--- src/rtl/pid_pkg.sv ---
package pid_pkg;
   typedef enum int {
      G_PROP  = 0,
      G_INTEG = 1,
      G_DERIV = 2
   } gain_idx_e;
   localparam int N_GAIN = 3;
endpackage

--- src/rtl/pid_gmul.sv ---
module pid_gmul #(
   parameter int AW = 17,
   parameter int GW = 16,
   localparam int PW = AW + GW + 1
) (
   input  logic signed [AW-1:0] opnd,
   input  logic        [GW-1:0] gain,
   output logic signed [PW-1:0] prod
);
   logic signed [GW:0] gain_s;
   assign gain_s = $signed({1'b0, gain});
   assign prod   = PW'(opnd) * PW'(gain_s);
endmodule

--- src/rtl/pid_sat.sv ---
module pid_sat #(
   parameter int IW = 36,
   parameter int OW = 16
) (
   input  logic signed [IW-1:0] val,
   input  logic signed [IW-1:0] floor_v,
   input  logic signed [IW-1:0] ceil_v,
   output logic signed [OW-1:0] res
);
   logic signed [IW-1:0] pick;
   always_comb begin
      if (val > ceil_v)       pick = ceil_v;
      else if (val < floor_v) pick = floor_v;
      else                    pick = val;
   end
   assign res = OW'(pick);
endmodule

--- src/rtl/fxp_pid.sv ---
module fxp_pid #(
   parameter int DW   = 16,
   parameter int GW   = 16,
   parameter int FRAC = 8
) (
   input  logic                 clk,
   input  logic                 rst_n,
   input  logic                 smp_stb,
   input  logic                 init_req,
   input  logic signed [DW-1:0] sp,
   input  logic signed [DW-1:0] pv,
   input  logic        [GW-1:0] kp_g,
   input  logic        [GW-1:0] ki_g,
   input  logic        [GW-1:0] kd_g,
   input  logic signed [DW-1:0] lim_hi,
   input  logic signed [DW-1:0] lim_lo,
   output logic signed [DW-1:0] u_out,
   output logic                 u_vld
);
   import pid_pkg::*;

   localparam int EW = DW + 1;
   localparam int PW = EW + GW + 1;
   localparam int AW = DW + FRAC + 1;
   localparam int SW = PW + 2;

   if (FRAC >= GW) begin : g_bad_frac
      $error("fxp_pid: FRAC must be smaller than GW");
   end
   if (DW < 4) begin : g_bad_dw
      $error("fxp_pid: DW must be at least 4");
   end
   if (AW > SW) begin : g_bad_aw
      $error("fxp_pid: accumulator wider than sum path");
   end

   logic                 first_q;
   logic signed [DW-1:0] prev_q;
   logic signed [AW-1:0] acc_q;
   logic signed [DW-1:0] out_q;
   logic                 vld_q;

   logic                 fresh;
   logic signed [EW-1:0] err;
   logic signed [EW-1:0] dpv;
   logic signed [EW-1:0] opnd [N_GAIN];
   logic        [GW-1:0] gsel [N_GAIN];
   logic signed [PW-1:0] prod [N_GAIN];

   assign fresh = init_req | first_q;
   assign err   = EW'(sp) - EW'(pv);
   assign dpv   = fresh ? '0 : (EW'(pv) - EW'(prev_q));

   assign opnd[G_PROP]  = err;
   assign opnd[G_INTEG] = err;
   assign opnd[G_DERIV] = dpv;
   assign gsel[G_PROP]  = kp_g;
   assign gsel[G_INTEG] = ki_g;
   assign gsel[G_DERIV] = kd_g;

   for (genvar g = 0; g < N_GAIN; g++) begin : g_mul
      pid_gmul #(.AW(EW), .GW(GW)) u_mul (
         .opnd(opnd[g]),
         .gain(gsel[g]),
         .prod(prod[g])
      );
   end

   logic signed [SW-1:0] lo_w, hi_w, lo_acc, hi_acc;
   logic signed [SW-1:0] acc_sum, tot, tot_sh;
   logic signed [AW-1:0] acc_base, acc_nx;
   logic signed [DW-1:0] out_nx;

   assign lo_w     = SW'(lim_lo);
   assign hi_w     = SW'(lim_hi);
   assign lo_acc   = lo_w <<< FRAC;
   assign hi_acc   = hi_w <<< FRAC;
   assign acc_base = fresh ? '0 : acc_q;
   assign acc_sum  = SW'(acc_base) + SW'(prod[G_INTEG]);

   pid_sat #(.IW(SW), .OW(AW)) u_acc_sat (
      .val(acc_sum), .floor_v(lo_acc), .ceil_v(hi_acc), .res(acc_nx)
   );

   assign tot    = SW'(prod[G_PROP]) + SW'(acc_nx) - SW'(prod[G_DERIV]);
   assign tot_sh = tot >>> FRAC;

   pid_sat #(.IW(SW), .OW(DW)) u_out_sat (
      .val(tot_sh), .floor_v(lo_w), .ceil_v(hi_w), .res(out_nx)
   );

   always_ff @(posedge clk or negedge rst_n) begin
      if (!rst_n) begin
         first_q <= 1'b1;
         prev_q  <= '0;
         acc_q   <= '0;
         out_q   <= '0;
         vld_q   <= 1'b0;
      end else begin
         vld_q <= smp_stb;
         if (smp_stb) begin
            first_q <= 1'b0;
            prev_q  <= pv;
            acc_q   <= acc_nx;
            out_q   <= out_nx;
         end
      end
   end

   assign u_out = out_q;
   assign u_vld = vld_q;
endmodule

--- config.mk ---
export PLATFORM = sky130hd
export DESIGN_NAME = fxp_pid
export DESIGN_NICKNAME = d
export VERILOG_FILES = /design/src/rtl/pid_pkg.sv /design/src/rtl/pid_gmul.sv /design/src/rtl/pid_sat.sv /design/src/rtl/fxp_pid.sv
export SDC_FILE = /design/constraint.sdc
export NUM_CORES = 2
export LEC_CHECK = 0
export BUFFER_PORTS_ARGS = -buffer_cell sky130_fd_sc_hd__buf_2
export CAP_MARGIN = 40
export CORE_MARGIN = 2
export CORE_UTILIZATION = 60
export CTS_BUF_LIST = sky130_fd_sc_hd__clkbuf_4
export CTS_CLUSTER_DIAMETER = 150
export DETAILED_ROUTE_END_ITERATION = 8
export GPL_TIMING_DRIVEN = 0
export PLACE_DENSITY = 0.8
export SYNTH_ARGS = -nofsm -noshare
export SYNTH_HDL_FRONTEND = slang
export SYNTH_SLANG_ARGS = --single-unit
export TNS_END_PERCENT = 20
--- constraint.sdc ---
create_clock -name clk -period 16.04 [get_ports clk]
set_input_delay 1.604 -clock clk [delete_from_list [all_inputs] [get_ports clk]]
set_output_delay 1.604 -clock clk [all_outputs]
set_load 0.01 [all_outputs]
==> Word level (Yosys, flattened, before mapping) <==
Index checks and enable logic that the tools add are counted.
W data, S select, Z words.
{ "totals": {"regBits": 59, "latch_bits": 0, "ramBits": 0, "mem_bits_ro": 0, "in_bits": 116, "word_cells": 24, "n_memories": 0} }
{ "classes": {"addsub": 5, "mul": 3, "n_div": 0, "order_cmp": 4, "n_eq_ne": 0, "shifts": 0, "mux": 6, "bitwise": 1, "n_reduce_logical": 0} }
{ "ops": {"columns": ["op", "count"], "rows": [
  ["$mul A17 B17 Y34", 3],
  ["$mux W25", 3],
  ["$sub A35 B34 Y36", 1],
  ["$add A25 B34 Y35", 1],
  ["$add A34 B25 Y35", 1],
  ["$gt A35 B24 Y1", 1],
  ["$lt A35 B24 Y1", 1],
  ["$sub A16 B16 Y17", 2],
  ["$mux W16", 2],
  ["$gt A28 B16 Y1", 1],
  ["$lt A28 B16 Y1", 1],
  ["$mux W17", 1],
  ["$or A1 B1 Y1", 1]
]} }

==> Logic depth before layout (Yosys ltp) <==
{ "logic_depth": {"depth_word": 11, "depth_mapped": 87, "depth_no_buf": 83} }

==> By module <==
Synthesis repeated with hierarchy kept, for this count alone.
{ "unflattened": {"cells_unflattened": 5430, "hier_area_um2": 45859.0} }
{ "modules_own_cells": {"columns": ["mod", "n_inst", "cells_per_inst", "area_each_um2", "seq_area_each_um2"], "rows": [
  ["pid_gmul at g_mul[1].u_mul", 1, 1222, 10731.5, 0.0],
  ["pid_gmul at g_mul[2].u_mul", 1, 1217, 10719.0, 0.0],
  ["pid_gmul at g_mul[0].u_mul", 1, 1196, 10582.6, 0.0],
  ["fxp_pid", 1, 995, 8134.1, 1477.7],
  ["pid_sat at u_acc_sat", 1, 472, 3378.2, 0.0],
  ["pid_sat at u_out_sat", 1, 328, 2313.5, 0.0]
]} }

==> Worst setup path before layout <==
Ideal clock, no wire load.
{ "synth_path": {"path_kind": "input-to-reg", "start": "input port sp[0]", "end": "register out_q[7], in the netlist u_out[7]", "setup_time_ns": 0.126, "arrival_time_ns": 20.346, "t_required_ns": 15.914, "setup_slack_ns": -4.431, "path_stages": 83, "cell_sequence": "inv_1 -> ha_1 -> fa_1 -> nor2b_1 -> o21ai_0 -> a21boi_0 -> o21ai_0 -> a21boi_0 -> o21ai_0 -> a21oi_1 -> nor2_1 -> xnor2_1 -> clkbuf_1 -> and2_1 -> fa_1 -> inv_1 -> fa_1 -> inv_1 -> [47 not listed] -> a2111oi_0 -> o41ai_2 -> a21o_1 -> a31oi_1 -> o21ai_1 -> o21a_1 -> nor2_1 -> ha_1 -> a21o_1 -> a211oi_1 -> nor2_1 -> o21a_1 -> o21ai_0 -> nand3b_1 -> a211o_1 -> o211ai_1 -> mux2_2 -> a221o_1"} }
{ "synth_via": {"elab_chain_cells": 11, "word_cells_on_any_way": 14, "classes_between": "add/sub: 4; mul: 2; order compare: 4; mux: 4"} }
{ "synth_rtl": {"columns": ["item", "line_no", "source"], "rows": [
  ["start: declaration", "fxp_pid.sv:10", "input logic signed [DW-1:0] sp,"],
  ["$sub A16 B16 Y17 (*)", "fxp_pid.sv:51", "assign err = EW'(sp) - EW'(pv);"],
  ["$mul A17 B17 Y34", "pid_gmul.sv:12", "assign prod = PW'(opnd) * PW'(gain_s);"],
  ["$add A25 B34 Y35", "fxp_pid.sv:79", "assign acc_sum = SW'(acc_base) + SW'(prod[G_INTEG]);"],
  ["$lt A35 B24 Y1", "pid_sat.sv:13", "else if (val < floor_v) pick = floor_v;"],
  ["$mux W25", "pid_sat.sv:13", null],
  ["$mux W25", "pid_sat.sv:12", "if (val > ceil_v) pick = ceil_v;"],
  ["$add A34 B25 Y35 (*)", "fxp_pid.sv:85", "assign tot = SW'(prod[G_PROP]) + SW'(acc_nx) - SW'(prod[G_DERIV]);"],
  ["$sub A35 B34 Y36 (*)", "fxp_pid.sv:85", null],
  ["$lt A28 B16 Y1", "pid_sat.sv:13", null],
  ["$mux W16", "pid_sat.sv:13", null],
  ["$mux W16 (*)", "pid_sat.sv:12", null],
  ["end signal: assignment", "fxp_pid.sv:105", "out_q <= out_nx;"],
  ["end: declaration", "fxp_pid.sv:40", "logic signed [DW-1:0] out_q;"]
]} }
Mark *: on every way between the ends. The rest lies on a longest branch, timed or not.
A chain may end at the register's enable or synchronous reset.

==> Worst setup path after layout <==
{ "layout_path": {"start": "input port sp[0]", "end": "register out_q[9], in the netlist u_out[9]"} }
The elaborated chain is that of the path after synthesis.

==> run_results.csv <==
group,metric,value,unit
status,status,"finished with violations",
status,violations,"setup timing",
clock_tree,htree_levels,3,
yosys,async_flop_share,1.00,
floorplan,die_area,69200,um2
clock_tree,clkLatencyLatePin,0.61,ns
yosys,synth_area,40300,um2
route,vias_per_cell,5.64,
timing,rsz0062_at_grt,"yes",
job,maxCapViolCount,0,
route,firstDrtPassIters,6,
placement,port_buffers,118,
global_routing,grt_pass1_wl,182000,um
placement,placed_area,42700,um2
finish,fin_nets,6101,
timing,min_period_over_period,1.27,
yosys,synthDistinctLibCells,76,
yosys,yosys_most_used_dff,"dfrtp_1",
critical_path,crit_top_cell,"fa_1",
critical_path,critPathKind,"primary input to flip-flop",
finish,drive_above_1_share,0.0977,
worst_hold_path,hp-class,"flip-flop to flip-flop",
critical_path,critPathArrivalTime,20.89,ns
yosys,syn-num-nets,5895,
placement,detailed_place_hpwl,97800,um
timing,max_slew_margin,0.347,
critical_path,worstPathMaxFanout,10,
route,wirelength,114000,um
timing,final-setup-viol-count,16,
clock_tree,cts-hold-fix-buffers,0,
clock_tree,cts_inserted_buffers,9,
yosys,seq_area_frac_synth,0.0367,
timing,hold_viol_final,0,
yosys,yosys.area.top_type,"fa_1",
floorplan,io_pins,133,
critical_path,required,16.52,ns
finish,synthToLayoutAreaGrowth,9.70,%
clock_tree,clock-sinks,59,
yosys,ys_warn_count,0,
critical_path,slowest_delay,0.57,ns
finish,final_util,0.668,
finish,final.fill_count,5305,
global_routing,grt_usage,0.346,
yosys,synthTopCellsByArea,"fa_1, ha_1, inv_1, and2_1, nand2_1",
timing,finalCriticalPeriod,20.41,ns
timing,worstMarginPinSlew,0.980,ns
yosys,synth-edff-count,0,
critical_path,rr_worst_depth,68,
route,vias,31100,
floorplan,std_cell_rows,94,
global_routing,grt_pass1_vias,32700,
timing,whs,0.499,ns
yosys,syn_inst,4437,
yosys,avgSynthCellArea,9.08,um2
floorplan,core-area,66100,um2
clock_tree,cts_root_buffer,"clkbuf_4",
route,drt-wirelength-per-cell,20.7,um
critical_path,worst_setup_path_start_kind,"primary input",
global_routing,overflow,0,
clock_tree,clk_pin_slew,0.15,ns
timing,skew,0.0730,ns
global_routing,grt_max_degree,57,
route,drc,0,
floorplan,die_h,263,um
worst_hold_path,min_delay_path_depth,2,
route,drtIter0Drc,2690,
yosys,yosys-top-cells-count,"inv_1, fa_1, nand2_1",
clock_tree,clk_path_buf_depth,2,
floorplan,start_util,0.609,
yosys,yosysMostFrequentCell,"inv_1",
global_routing,antenna_found_initial,11,
yosys,synth.top_cell.area_share,0.479,
timing,drv_slew,0,
yosys,synth-seq-cells,59,
critical_path,endpoint_kind,"flip-flop",
finish,fin_area,44200,um2
clock_tree,cts_tree,"done",
critical_path,cpMaxStageDelayCell,"fa_1",
floorplan,fp.dieW,263,um
timing,fmax,0.0490,GHz
timing,worst_slack,-4.37,ns
timing,tns,-68.27,ns
route,antenna_left,0,
placement,routabilityCongestion,0.963,
-- cell type report --
type / instances / area [um2] / share of cell area
sequential: 59 / 1480 / 0.0334
buffer: 164 / 921 / 0.0208
multi-input combinational: 3075 / 34900 / 0.791
antenna: 8 / 20.0 / 0.000453
clock buffer: 9 / 67.6 / 0.00153
tap: 864 / 1080 / 0.0245
clock inverter: 6 / 57.6 / 0.00130
timing repair buffer: 195 / 1340 / 0.0303
inverter: 1139 / 4280 / 0.0969
-- per-stage QoR --
step / setup WS [ns] / cells
floorplan: -2.66 / 4437
global placement: -7.81 / 5419
detailed placement: -7.19 / 5444
CTS: -4.21 / 5487
global route: -4.97 / 5517
finish: -4.37 / 5519
-- registers in the layout, indices dropped and copies added, names as in the netlist --
name and flops:
prev_q 16, acc_q 25, u_out 16, u_vld 1, first_q 1
-- cells in the final DEF (no fill, tap or decap), types with 9 or more instances in the layout --
master    count
inv_1      1129
fa_1        954
nand2_1     473
and2_1      358
ha_1        357
nor2_1      129
buf_2       117
clkbuf_1    106
o21ai_0      76
nor2b_1      71
a21oi_1      70
buf_4        60
dfrtp_1      58
xnor2_1      57
a21o_1       46
nand3_1      40
mux2_2       27
and3_1       26
nand2b_1     25
xor2_1       23
nor3_1       21
o21a_1       19
xnor2_2      18
nand4_1      17
buf_6        15
mux2i_1      15
ha_4         15
buf_1        14
o21ai_2      14
a21oi_2      14
clkbuf_2     14
clkbuf_4     14
buf_8        10
a221o_1      10
fa_2         10
o21bai_1      9
o211ai_1      9
inv_2         9
-- per-layer routing --
| layer | vias to the layer above | share of wire | GRT usage |
|---|---|---|---|
| met3 | 320 | 0.097 | 0.0613 |
| li1 | 13600 | - | - |
| met2 | 1512 | 0.46 | 0.539 |
| met1 | 15700 | 0.38 | 0.460 |
| met5 | - | 0.00024 | 0 |
| met4 | 4 | 0.067 | 0.197 |
-- what timing repair did --
item / in CTS / in global routing
buffers inserted: 30 / 24
pin swaps: 45 / 58
setup endpoints to repair: 16 / 16
resized for setup: 141 / 100
-- final timing paths --
kind                           from         to  slack (ns)
max                           sp[0]   u_out[9]       -4.37
min                        u_out[4]   u_out[4]        0.50
max reg2reg                 first_q   u_out[9]       -3.31
min reg2reg                u_out[4]   u_out[4]        0.50
max in group asynchronous     rst_n  prev_q[6]       14.64
min in group asynchronous     rst_n      u_vld        0.85
-- worst max-delay path, delay by kind of cell --
family	cells	cell delay (ns)
adders and majority gates	20	8.60
and+or+nand+nor	10	1.92
muxes	3	0.86
xor gates and xnor gates	2	0.48
AOI/OAI and AO/OA	25	5.01
buffers and inverters	21	2.35
-- cell families (layout without fill, tap and decap cells) --
logic type	after synthesis	in the layout	synth area share
other	0	8	0
buffers and inverters	1303	1513	0.122
and+or+nand+nor	1216	1216	0.150
muxes	50	50	0.0134
DFF	59	59	0.0367
AOI/OAI and AO/OA	363	363	0.0592
xor gates and xnor gates	100	100	0.0217
adders and majority gates	1346	1346	0.598
Power is not shown: default switching activity piles up to over one toggle a cycle in this logic, so the estimate is an artifact.
